==> src/rtl/dpca_pkg.sv <==
package dpca_pkg;

    typedef enum logic [2:0] {
        ARB_IDLE   = 3'd0,
        ARB_WAIT_L = 3'd1,
        ARB_WAIT_R = 3'd2,
        ARB_HOLD_L = 3'd3,
        ARB_HOLD_R = 3'd4
    } arb_state_e;

endpackage

==> src/rtl/dpca_port_track.sv <==
module dpca_port_track #(
    parameter int ADDR_W   = 8,
    parameter int BUSY_DLY = 2
) (
    input  logic              clk,
    input  logic              rst_n,
    input  logic              en,
    input  logic [ADDR_W-1:0] addr,
    output logic              start,
    output logic              settling
);
    localparam int SW = $clog2(BUSY_DLY + 1);

    logic              en_q;
    logic [ADDR_W-1:0] addr_q;
    logic [SW-1:0]     cnt_q;

    // a new access: enable rising, or address moving while enabled
    assign start    = en && (!en_q || (addr != addr_q));
    assign settling = start || (cnt_q != '0);

    always_ff @(posedge clk or negedge rst_n) begin
        if (!rst_n) begin
            en_q   <= 1'b0;
            addr_q <= '0;
            cnt_q  <= '0;
        end else begin
            en_q   <= en;
            addr_q <= addr;
            if (start)
                cnt_q <= SW'(BUSY_DLY - 1);
            else if (cnt_q != '0)
                cnt_q <= cnt_q - 1'b1;
        end
    end


    settle_bound_chk: assert property (@(posedge clk) disable iff (!rst_n)
        int'(cnt_q) < BUSY_DLY);

endmodule

==> src/rtl/dpca_addr_match.sv <==
module dpca_addr_match #(
    parameter int ADDR_W = 8
) (
    input  logic              l_en,
    input  logic [ADDR_W-1:0] l_addr,
    input  logic              r_en,
    input  logic [ADDR_W-1:0] r_addr,
    output logic              hit
);
    assign hit = l_en && r_en && (l_addr == r_addr);
endmodule

==> src/rtl/dpca_arb_fsm.sv <==
module dpca_arb_fsm
    import dpca_pkg::*;
#(
    parameter int BUSY_DLY = 2
) (
    input  logic clk,
    input  logic rst_n,
    input  logic master,
    input  logic hit,
    input  logic start_l,
    input  logic start_r,
    output logic busy_l_n,
    output logic busy_r_n,
    output logic block_l,
    output logic block_r
);
    localparam int CW = (BUSY_DLY > 1) ? $clog2(BUSY_DLY) : 1;

    arb_state_e    state_q, state_d;
    logic [CW-1:0] cnt_q, cnt_d;
    logic          left_first;

    // left wins unless it alone is the newer access (ties go left)
    assign left_first = !(start_l && !start_r);

    always_comb begin
        state_d = state_q;
        cnt_d   = cnt_q;
        if (!master || !hit) begin
            state_d = ARB_IDLE;
            cnt_d   = '0;
        end else begin
            unique case (state_q)
                ARB_IDLE: begin
                    cnt_d = CW'(BUSY_DLY - 1);
                    if (BUSY_DLY == 1)
                        state_d = left_first ? ARB_HOLD_L : ARB_HOLD_R;
                    else
                        state_d = left_first ? ARB_WAIT_L : ARB_WAIT_R;
                end
                ARB_WAIT_L: begin
                    if (cnt_q <= CW'(1)) begin
                        state_d = ARB_HOLD_L;
                        cnt_d   = '0;
                    end else begin
                        cnt_d = cnt_q - 1'b1;
                    end
                end
                ARB_WAIT_R: begin
                    if (cnt_q <= CW'(1)) begin
                        state_d = ARB_HOLD_R;
                        cnt_d   = '0;
                    end else begin
                        cnt_d = cnt_q - 1'b1;
                    end
                end
                ARB_HOLD_L: state_d = ARB_HOLD_L;
                ARB_HOLD_R: state_d = ARB_HOLD_R;
                default:    state_d = ARB_IDLE;
            endcase
        end
    end

    // state register
    always_ff @(posedge clk or negedge rst_n) begin
        if (!rst_n) begin
            state_q <= ARB_IDLE;
            cnt_q   <= '0;
        end else begin
            state_q <= state_d;
            cnt_q   <= cnt_d;
        end
    end

    // registered busy outputs
    always_ff @(posedge clk or negedge rst_n) begin
        if (!rst_n) begin
            busy_l_n <= 1'b1;
            busy_r_n <= 1'b1;
        end else begin
            busy_l_n <= (state_d != ARB_HOLD_R);
            busy_r_n <= (state_d != ARB_HOLD_L);
        end
    end

    // write inhibit covers the pending and the settled phase
    always_comb begin
        block_l = 1'b0;
        block_r = 1'b0;
        if (master && hit) begin
            unique case (state_q)
                ARB_IDLE: begin
                    block_l = !left_first;
                    block_r = left_first;
                end
                ARB_WAIT_L, ARB_HOLD_L: block_r = 1'b1;
                ARB_WAIT_R, ARB_HOLD_R: block_l = 1'b1;
                default: ;
            endcase
        end
    end


    one_busy_chk: assert property (@(posedge clk) disable iff (!rst_n)
        !(!busy_l_n && !busy_r_n));


    busy_release_chk: assert property (@(posedge clk) disable iff (!rst_n)
        (!hit) |=> (busy_l_n && busy_r_n));


    tie_left_chk: assert property (@(posedge clk) disable iff (!rst_n)
        (master && hit && state_q == ARB_IDLE && start_l && start_r)
        |=> (state_q == ARB_WAIT_L || state_q == ARB_HOLD_L));


    delay_bound_chk: assert property (@(posedge clk) disable iff (!rst_n)
        int'(cnt_q) < BUSY_DLY);

endmodule

==> src/rtl/dp_contention_arbiter.sv <==
module dp_contention_arbiter #(
    parameter int ADDR_W   = 8,
    parameter int BUSY_DLY = 2
) (
    input  logic              clk,
    input  logic              rst_n,
    input  logic              master_mode,
    input  logic              lt_en,
    input  logic [ADDR_W-1:0] lt_addr,
    input  logic              rt_en,
    input  logic [ADDR_W-1:0] rt_addr,
    input  logic              lt_busy_in_n,
    input  logic              rt_busy_in_n,
    output logic              lt_busy_n,
    output logic              rt_busy_n,
    output logic              lt_wr_block,
    output logic              rt_wr_block
);
    localparam int NPORT = 2;

    logic [NPORT-1:0]             en_v;
    logic [NPORT-1:0][ADDR_W-1:0] addr_v;
    logic [NPORT-1:0]             start_v;
    logic [NPORT-1:0]             settle_v;
    logic                         hit;
    logic                         m_block_l, m_block_r;

    assign en_v   = {rt_en, lt_en};
    assign addr_v = {rt_addr, lt_addr};

    for (genvar p = 0; p < NPORT; p++) begin : g_port
        dpca_port_track #(.ADDR_W(ADDR_W), .BUSY_DLY(BUSY_DLY)) u_track (
            .clk      (clk),
            .rst_n    (rst_n),
            .en       (en_v[p]),
            .addr     (addr_v[p]),
            .start    (start_v[p]),
            .settling (settle_v[p])
        );
    end

    dpca_addr_match #(.ADDR_W(ADDR_W)) u_match (
        .l_en   (lt_en),
        .l_addr (lt_addr),
        .r_en   (rt_en),
        .r_addr (rt_addr),
        .hit    (hit)
    );

    dpca_arb_fsm #(.BUSY_DLY(BUSY_DLY)) u_fsm (
        .clk      (clk),
        .rst_n    (rst_n),
        .master   (master_mode),
        .hit      (hit),
        .start_l  (start_v[0]),
        .start_r  (start_v[1]),
        .busy_l_n (lt_busy_n),
        .busy_r_n (rt_busy_n),
        .block_l  (m_block_l),
        .block_r  (m_block_r)
    );

    assign lt_wr_block = master_mode ? m_block_l : (!lt_busy_in_n || settle_v[0]);
    assign rt_wr_block = master_mode ? m_block_r : (!rt_busy_in_n || settle_v[1]);


    slave_quiet_chk: assert property (@(posedge clk) disable iff (!rst_n)
        (!master_mode) |=> (lt_busy_n && rt_busy_n));


    single_block_chk: assert property (@(posedge clk) disable iff (!rst_n)
        master_mode |-> !(lt_wr_block && rt_wr_block));


    no_hit_quiet_chk: assert property (@(posedge clk) disable iff (!rst_n)
        (master_mode && !hit) |-> (!lt_wr_block && !rt_wr_block));

endmodule

==> config.mk <==
export PLATFORM = sky130hd
export DESIGN_NAME = dp_contention_arbiter
export DESIGN_NICKNAME = d
export VERILOG_FILES = /design/src/rtl/dpca_pkg.sv /design/src/rtl/dpca_port_track.sv /design/src/rtl/dpca_addr_match.sv /design/src/rtl/dpca_arb_fsm.sv /design/src/rtl/dp_contention_arbiter.sv
export SDC_FILE = /design/constraint.sdc
export NUM_CORES = 1
export LEC_CHECK = 0
export BUFFER_PORTS_ARGS = -buffer_cell sky130_fd_sc_hd__buf_2
export CORE_ASPECT_RATIO = 0.6
export CORE_MARGIN = 1
export CORE_UTILIZATION = 35
export DETAILED_ROUTE_END_ITERATION = 16
export PLACE_DENSITY = 0.54
export SYNTH_ARGS = -nofsm -noshare
export SYNTH_HDL_FRONTEND = slang
export SYNTH_SLANG_ARGS = --single-unit
export TNS_END_PERCENT = 30
==> constraint.sdc <==
create_clock -name clk -period 1.9 [get_ports clk]
set_input_delay 0 -clock clk [delete_from_list [all_inputs] [get_ports clk]]
set_output_delay 0 -clock clk [all_outputs]
set_load 0.005 [all_outputs]
==> results of run 1 <==
## flip-flops by register name, summed over array words and instances (netlist names)
register	count
u_fsm.busy_r_n	1
g_port.u_track.en_q	2
u_fsm.state_q	3
u_fsm.busy_l_n	1
g_port.u_track.addr_q	16
g_port.u_track.cnt_q	4
## final cells by class
cell class	count	area, um2
inverters	8	30.0
clock inverters	1	5.00
repair buffers	47	342
clock buffers	3	41.3
well taps	45	56.3
fillers	284	1560
multi-input cells	68	572
flip-flops and latches	27	678
## worst min-delay path by stage
| stage | startpoint | endpoint | cells after the start |
|---|---|---|---|
| floorplan | rst_n | g_port[0].u_track.addr_q[0]$_DFF_PN0_ | 0 |
| global placement | rst_n | g_port[0].u_track.cnt_q[1]$_DFFE_PN0P_ | 1 |
| detailed placement | rst_n | g_port[0].u_track.cnt_q[1]$_DFFE_PN0P_ | 1 |
| CTS | lt_en | g_port[0].u_track.cnt_q[0]$_DFFE_PN0P_ | 3 |
| global route | lt_en | g_port[0].u_track.cnt_q[0]$_DFFE_PN0P_ | 3 |
| finish | lt_en | g_port[0].u_track.cnt_q[0]$_DFFE_PN0P_ | 3 |
## per-layer routing
| metal | GRT usage | routed length [um] | part of all wire | up-vias |
|---|---|---|---|---|
| li1 | - | - | - | 446 |
| met4 | 0.0453 | 19 | 0.0077 | 0 |
| met2 | 0.212 | 1100 | 0.44 | 30 |
| met1 | 0.203 | 1210 | 0.49 | 432 |
| met3 | 0.0457 | 153 | 0.062 | 2 |
| met5 | 0 | 0 | 0 | - |
## logic make-up (layout without fill, tap and decap cells)
group,count (synthesis),in the layout,share of synthesized area
AOI/OAI and AO/OA,13,13,0.0725
xor gates and xnor gates,27,27,0.196
adders and majority gates,2,2,0.0207
buffers and inverters,8,59,0.0249
DFF,27,27,0.562
and+or+nand+nor,26,26,0.124
## synth_stat cells, types with 2 or more instances
cell	number	area [um2]
a21oi_1	2	10.0
dfrtp_1	25	626
dfstp_2	2	52.6
ha_1	2	25.0
inv_1	8	30.0
nand2_1	8	30.0
nand3_1	6	30.0
nand4_1	2	12.5
nor2_1	2	7.51
o21ai_0	3	15.0
o31ai_1	2	15.0
xnor2_1	21	184
xor2_1	6	52.6
## critical path: stages
cell and delay (ns):
dlygate4sd3_1 0.53, buf_2 0.15, xnor2_2 0.16, nand4_1 0.20, o31ai_4 0.37, and3_1 0.20, o21ai_1 0.06, buf_2 0.12
## power breakdown
part | switching [W] | leakage, nW | internal, W
logic | 0.000159 | 0.401 | 0.000162
clock network | 0.000173 | 0.0255 | 0.000147
registers | 0.0000278 | 0.321 | 0.000627
## metrics by stage
stage	setup TNS (ns)	setup slack (ns)
detailed placement	0	0.189
CTS	0	0.0253
global route	-0.0294	-0.0187
global placement	0	0.210
finish	0	0.0874
floorplan	0	0.575
## timing repair
action,in CTS,in global routing
pin swaps,0,10
resized for setup,1,12
setup buffers,0,1
setup endpoints to repair,2,2
hold endpoints to repair,43,0
hold buffers,19,0
==> out/qor.csv, run 1 <==
stage,metric,value,unit
status,status,"complete, no violations",
cells_and_area,layout.nets,180,
global_route,grt_start_max_net_pins,28,
worst_setup_path,critPathArrivalTime,1.81,ns
clock_tree,cts_max_level,1,
logic_synthesis,ys_types,27,
cells_and_area,antenna_cells,0,
timing,finalCritPeriodShare,0.954,
timing,maxSlewHeadroom,0.604,
cells_and_area,areaGrowthSynthToFinish,42.8,%
logic_synthesis,synthFlopType,dfrtp_1,
cells_and_area,drive_above_1_share,0.299,
detailed_routing,drcViolationCount,0,
clock_tree,cts-root-buf,clkbuf_8,
global_route,global_route.usage.total,0.143,
floorplanning,ioPinCount,27,
logic_synthesis,syn-cell-area,1210,um2
cells_and_area,final_core_util,0.525,
clock_tree,clk_pin_slew,0.09,ns
worst_setup_path,r2r.worst_path.cells,5,
placed_design,dp_hpwl,1.74,mm
logic_synthesis,yosys_warnings,0,
floorplanning,row_count,16,
global_route,grt_pass1_vias,806,
logic_synthesis,yosysSeqAreaShare,0.562,
worst_setup_path,ff2ff_setup_slack,0.44,ns
clock_tree,cts_buffers,3,
clock_tree,clock_sinks,27,
worst_setup_path,endpoint_kind,output port,
floorplanning,coreArea,3280,um2
hold_path,min_path_type,in2reg,
timing,slew_violations,0,
placed_design,port_buffers,26,
worst_setup_path,worst-setup-path-type,in2out,
cells_and_area,most-common-layout-cells,"dfrtp_1, buf_2, dlygate4sd3_1, xnor2_1",
power,p_leak,0.747,nW
timing,rsz0062_at_grt,true,
placed_design,place_inst,175,
power,finalPower,0.00130,W
global_route,grt-ovfl-total,0,
worst_setup_path,required,1.90,ns
logic_synthesis,synthCells,103,
detailed_routing,routed_wl,2.48,mm
timing,max_freq,0.552,GHz
worst_setup_path,critPathCapture,lt_wr_block,
logic_synthesis,synth_edf_count,0,
timing,holdWs,0.0466,ns
detailed_routing,vias_per_cell,4.57,
timing,tightest_slew,0.593,ns
detailed_routing,drt-pass1-iter-count,4,
job,cap_violations,0,
logic_synthesis,ys_ff_latch,27,
cells_and_area,final_cell_area,1720,um2
logic_synthesis,synth.net_count,128,
detailed_routing,vias,910,
logic_synthesis,postSynth.asyncResetShare,1.00,
cells_and_area,fin_cells,199,
logic_synthesis,avgSynthCellArea,11.7,um2
detailed_routing,postRouteAntennaNets,0,
timing,setup_viol,0,
clock_tree,tritoncts,yes,
global_route,antenna_found_initial,0,
clock_tree,cts.path.max_buffers,2,
detailed_routing,dr.first_iter.drc_count,50,
worst_setup_path,r2r-end,u_fsm.state_q[1]$_DFF_PN0_,
floorplanning,die-area,3700,um2
clock_tree,clkLatencyLatePin,0.27,ns
floorplanning,dieHeight,47.5,um
placed_design,place_congestion,0.878,
power,vdd_drop_max,0.407,mV
worst_setup_path,cp-startpoint,lt_addr[6],
floorplanning,die_w,77.8,um
power,power_density,751,nW/um2
worst_setup_path,crit_path_start_kind,input pin,
worst_setup_path,r2r-start,g_port[0].u_track.addr_q[6]$_DFF_PN0_,
detailed_routing,wl_per_cell,12.5,um
placed_design,place_area,1400,um2
floorplanning,start_util,0.368,
timing,finalHoldViolations,0,
timing,period_needed,1.81,ns
global_route,grt_pass1_wl,3.70,mm
timing,clock_skew,0.00616,ns
worst_setup_path,crit_fanout,5,
Power figures use the tool's default switching activity.
==> run 2: changes to the inputs <==
RECOVER_POWER = 50   (was unset)
REMOVE_ABC_BUFFERS = 1   (was unset)
==> run 2 against run 1 <==
Compared with the run above:
- total power fell by 0.22%
- utilization is 0.42 points lower
- design area fell by 0.80%
- combinational power down 1%
- fmax barely moved
- clock power is essentially flat
- global-route usage is the same
- setup slack hardly changed
- clock skew hardly changed
- sequential power about the same
==> out/qor.csv, run 2 (synthesized netlist as in run 1, its figures left out) <==
stage,metric,value,unit,change
status,status,"complete, no violations",,
cells_and_area,areaGrowthSynthToFinish,41.7,%,
placed_design,port_buffers,26,,unchanged
worst_setup_path,slowest_stage,dlygate4sd3_1,,
worst_setup_path,r2r-start,g_port[0].u_track.addr_q[6]$_DFF_PN0_,,
timing,period_needed,1.81,ns,-0.0000115 ns
detailed_routing,dr.first_iter.drc_count,47,,-6.0%
global_route,grt_pass1_vias,806,,unchanged
timing,final.setup.tns,0,ns,unchanged
global_route,global_route.usage.total,0.143,,unchanged
worst_setup_path,r2r.worst_path.cells,5,,unchanged
hold_path,hp-start,lt_en,,
worst_setup_path,crit_top_cell,buf_2,,
global_route,grt_pass1_wl,3.70,mm,unchanged
power,power_density,756,nW/um2,+0.58%
detailed_routing,vias_per_cell,4.56,,-0.22%
cells_and_area,largest_reg_flops,16,,unchanged
global_route,antenna_found_initial,0,,unchanged
detailed_routing,postRouteAntennaNets,0,,unchanged
hold_path,min_path_type,in2reg,,
timing,finalCritPeriodShare,0.954,,about the same
timing,max_freq,0.552,GHz,about the same
timing,finalHoldViolations,0,,unchanged
timing,holdWs,0.0463,ns,-0.000292 ns
placed_design,place_congestion,0.878,,unchanged
timing,setup_ws,0.0874,ns,+0.0000115 ns
worst_setup_path,ff2ff_setup_slack,0.44,ns,about the same
timing,clock_skew,0.00620,ns,+0.0000372 ns
power,finalPower,0.00129,W,-0.22%
floorplanning,row_count,16,,unchanged
hold_path,holdPathEnd,g_port[0].u_track.cnt_q[0]$_DFFE_PN0P_,,
detailed_routing,routed_wl,2.50,mm,+0.48%
worst_setup_path,slowest_delay,0.53,ns,about the same
floorplanning,dieHeight,47.5,um,unchanged
clock_tree,clk_pin_slew,0.09,ns,about the same
clock_tree,cts-root-buf,clkbuf_8,,
worst_setup_path,cp-startpoint,lt_addr[6],,
cells_and_area,antenna_cells,0,,unchanged
floorplanning,die-area,3700,um2,unchanged
floorplanning,die_w,77.8,um,unchanged
floorplanning,start_util,0.368,,unchanged
timing,setup_viol,0,,unchanged
clock_tree,tritoncts,yes,,
worst_setup_path,required,1.90,ns,about the same
worst_setup_path,r2r-end,u_fsm.state_q[1]$_DFF_PN0_,,
timing,rsz0062_at_grt,true,,
cells_and_area,layout_commonest_cell,dfrtp_1,,
placed_design,dp_hpwl,1.74,mm,unchanged
cells_and_area,most-common-layout-cells,"dfrtp_1, dlygate4sd3_1, xnor2_1, buf_2, clkbuf_1",,
clock_tree,cts_max_level,1,,unchanged
worst_setup_path,path_cells,dlygate4sd3_1 > buf_2 > xnor2_2 > nand4_1 > o31ai_4 > and3_1 > o21ai_1 > buf_2,,
cells_and_area,reg_top3,"g_port.u_track.addr_q: 16 flops, g_port.u_track.cnt_q: 4 flops, u_fsm.state_q: 3 flops",,
detailed_routing,vias,908,,-0.22%
worst_setup_path,worst-setup-path-type,in2out,,
floorplanning,ioPinCount,27,,unchanged
hold_path,min_path_cells,3,,unchanged
cells_and_area,layout.nets,180,,unchanged
timing,slew_violations,0,,unchanged
floorplanning,coreArea,3280,um2,unchanged
worst_setup_path,critPathArrivalTime,1.81,ns,about the same
detailed_routing,drcViolationCount,0,,unchanged
detailed_routing,drt-pass1-iter-count,4,,unchanged
cells_and_area,drive_above_1_share,0.227,,-0.0714
power,vdd_drop_max,0.407,mV,-0.12%
global_route,grt-ovfl-total,0,,unchanged
clock_tree,clkLatencyLatePin,0.27,ns,about the same
placed_design,dp_slack,0.189,ns,unchanged
worst_setup_path,endpoint_kind,output port,,
global_route,grt_start_max_net_pins,28,,unchanged
worst_setup_path,crit_path_start_kind,input pin,,
worst_setup_path,crit_fanout,5,,unchanged
cells_and_area,final_core_util,0.521,,-0.00419
cells_and_area,top_register,g_port.u_track.addr_q,,
detailed_routing,wl_per_cell,12.5,um,+0.48%
clock_tree,cts.path.max_buffers,2,,unchanged
job,cap_violations,0,,unchanged
timing,maxSlewHeadroom,0.605,,+0.000960
clock_tree,clock_sinks,27,,unchanged
power,p_leak,0.716,nW,-4.1%
clock_tree,cts_buffers,3,,unchanged
timing,tightest_slew,0.592,ns,-0.00144 ns
## run 2: layer usage
layer	part of all wire	GRT usage	vias up
li1	-	-	445
met1	0.49	0.203	431
met4	0.0076	0.0453	0
met5	0	0	-
met3	0.062	0.0457	2
met2	0.44	0.212	30
## run 2: how the worst max path moves through the flow
stage | slack (ns) | to
after floorplan | 0.57 | u_fsm.state_q[0]$_DFF_PN0_
after global placement | 0.21 | lt_wr_block
after detailed placement | 0.19 | lt_wr_block
after CTS | 0.03 | lt_wr_block
after global routing | -0.02 | lt_wr_block
final | 0.09 | lt_wr_block
## run 2: repair_timing
item	4_1_cts	5_1_grt
hold buffers	19	0
endpoints found under the setup margin	2	2
resized for setup	1	12
endpoints found under the hold margin	43	0
buffers inserted	0	1
pin swaps	0	10
## run 2: cell type report
cell class                 count  area, um2
clock buffer                   3       41.3
clock inverter                 1       5.00
fill                         289       1570
inverter                       8       30.0
multi-input combinational     68        572
sequential                    27        678
tap                           45       56.3
timing repair buffer          47        328
## run 2: power by group
part | switching (W) | internal, W
clock | 0.000174 | 0.000147
sequential | 0.0000278 | 0.000627
combinational | 0.000159 | 0.000158
## run 2: through the flow
step | instances | area [um2]
floorplan | 103 | 1210
global placement | 175 | 1400
detailed placement | 175 | 1400
CTS | 198 | 1640
global route | 199 | 1710
finish | 199 | 1710
## run 2: critical path, delay by kind of cell
kind	cells	cell delay, ns
buffers and inverters	3	0.80
AO/OA/AOI/OAI	2	0.43
AND/OR/NAND/NOR	2	0.40
XOR/XNOR	1	0.16
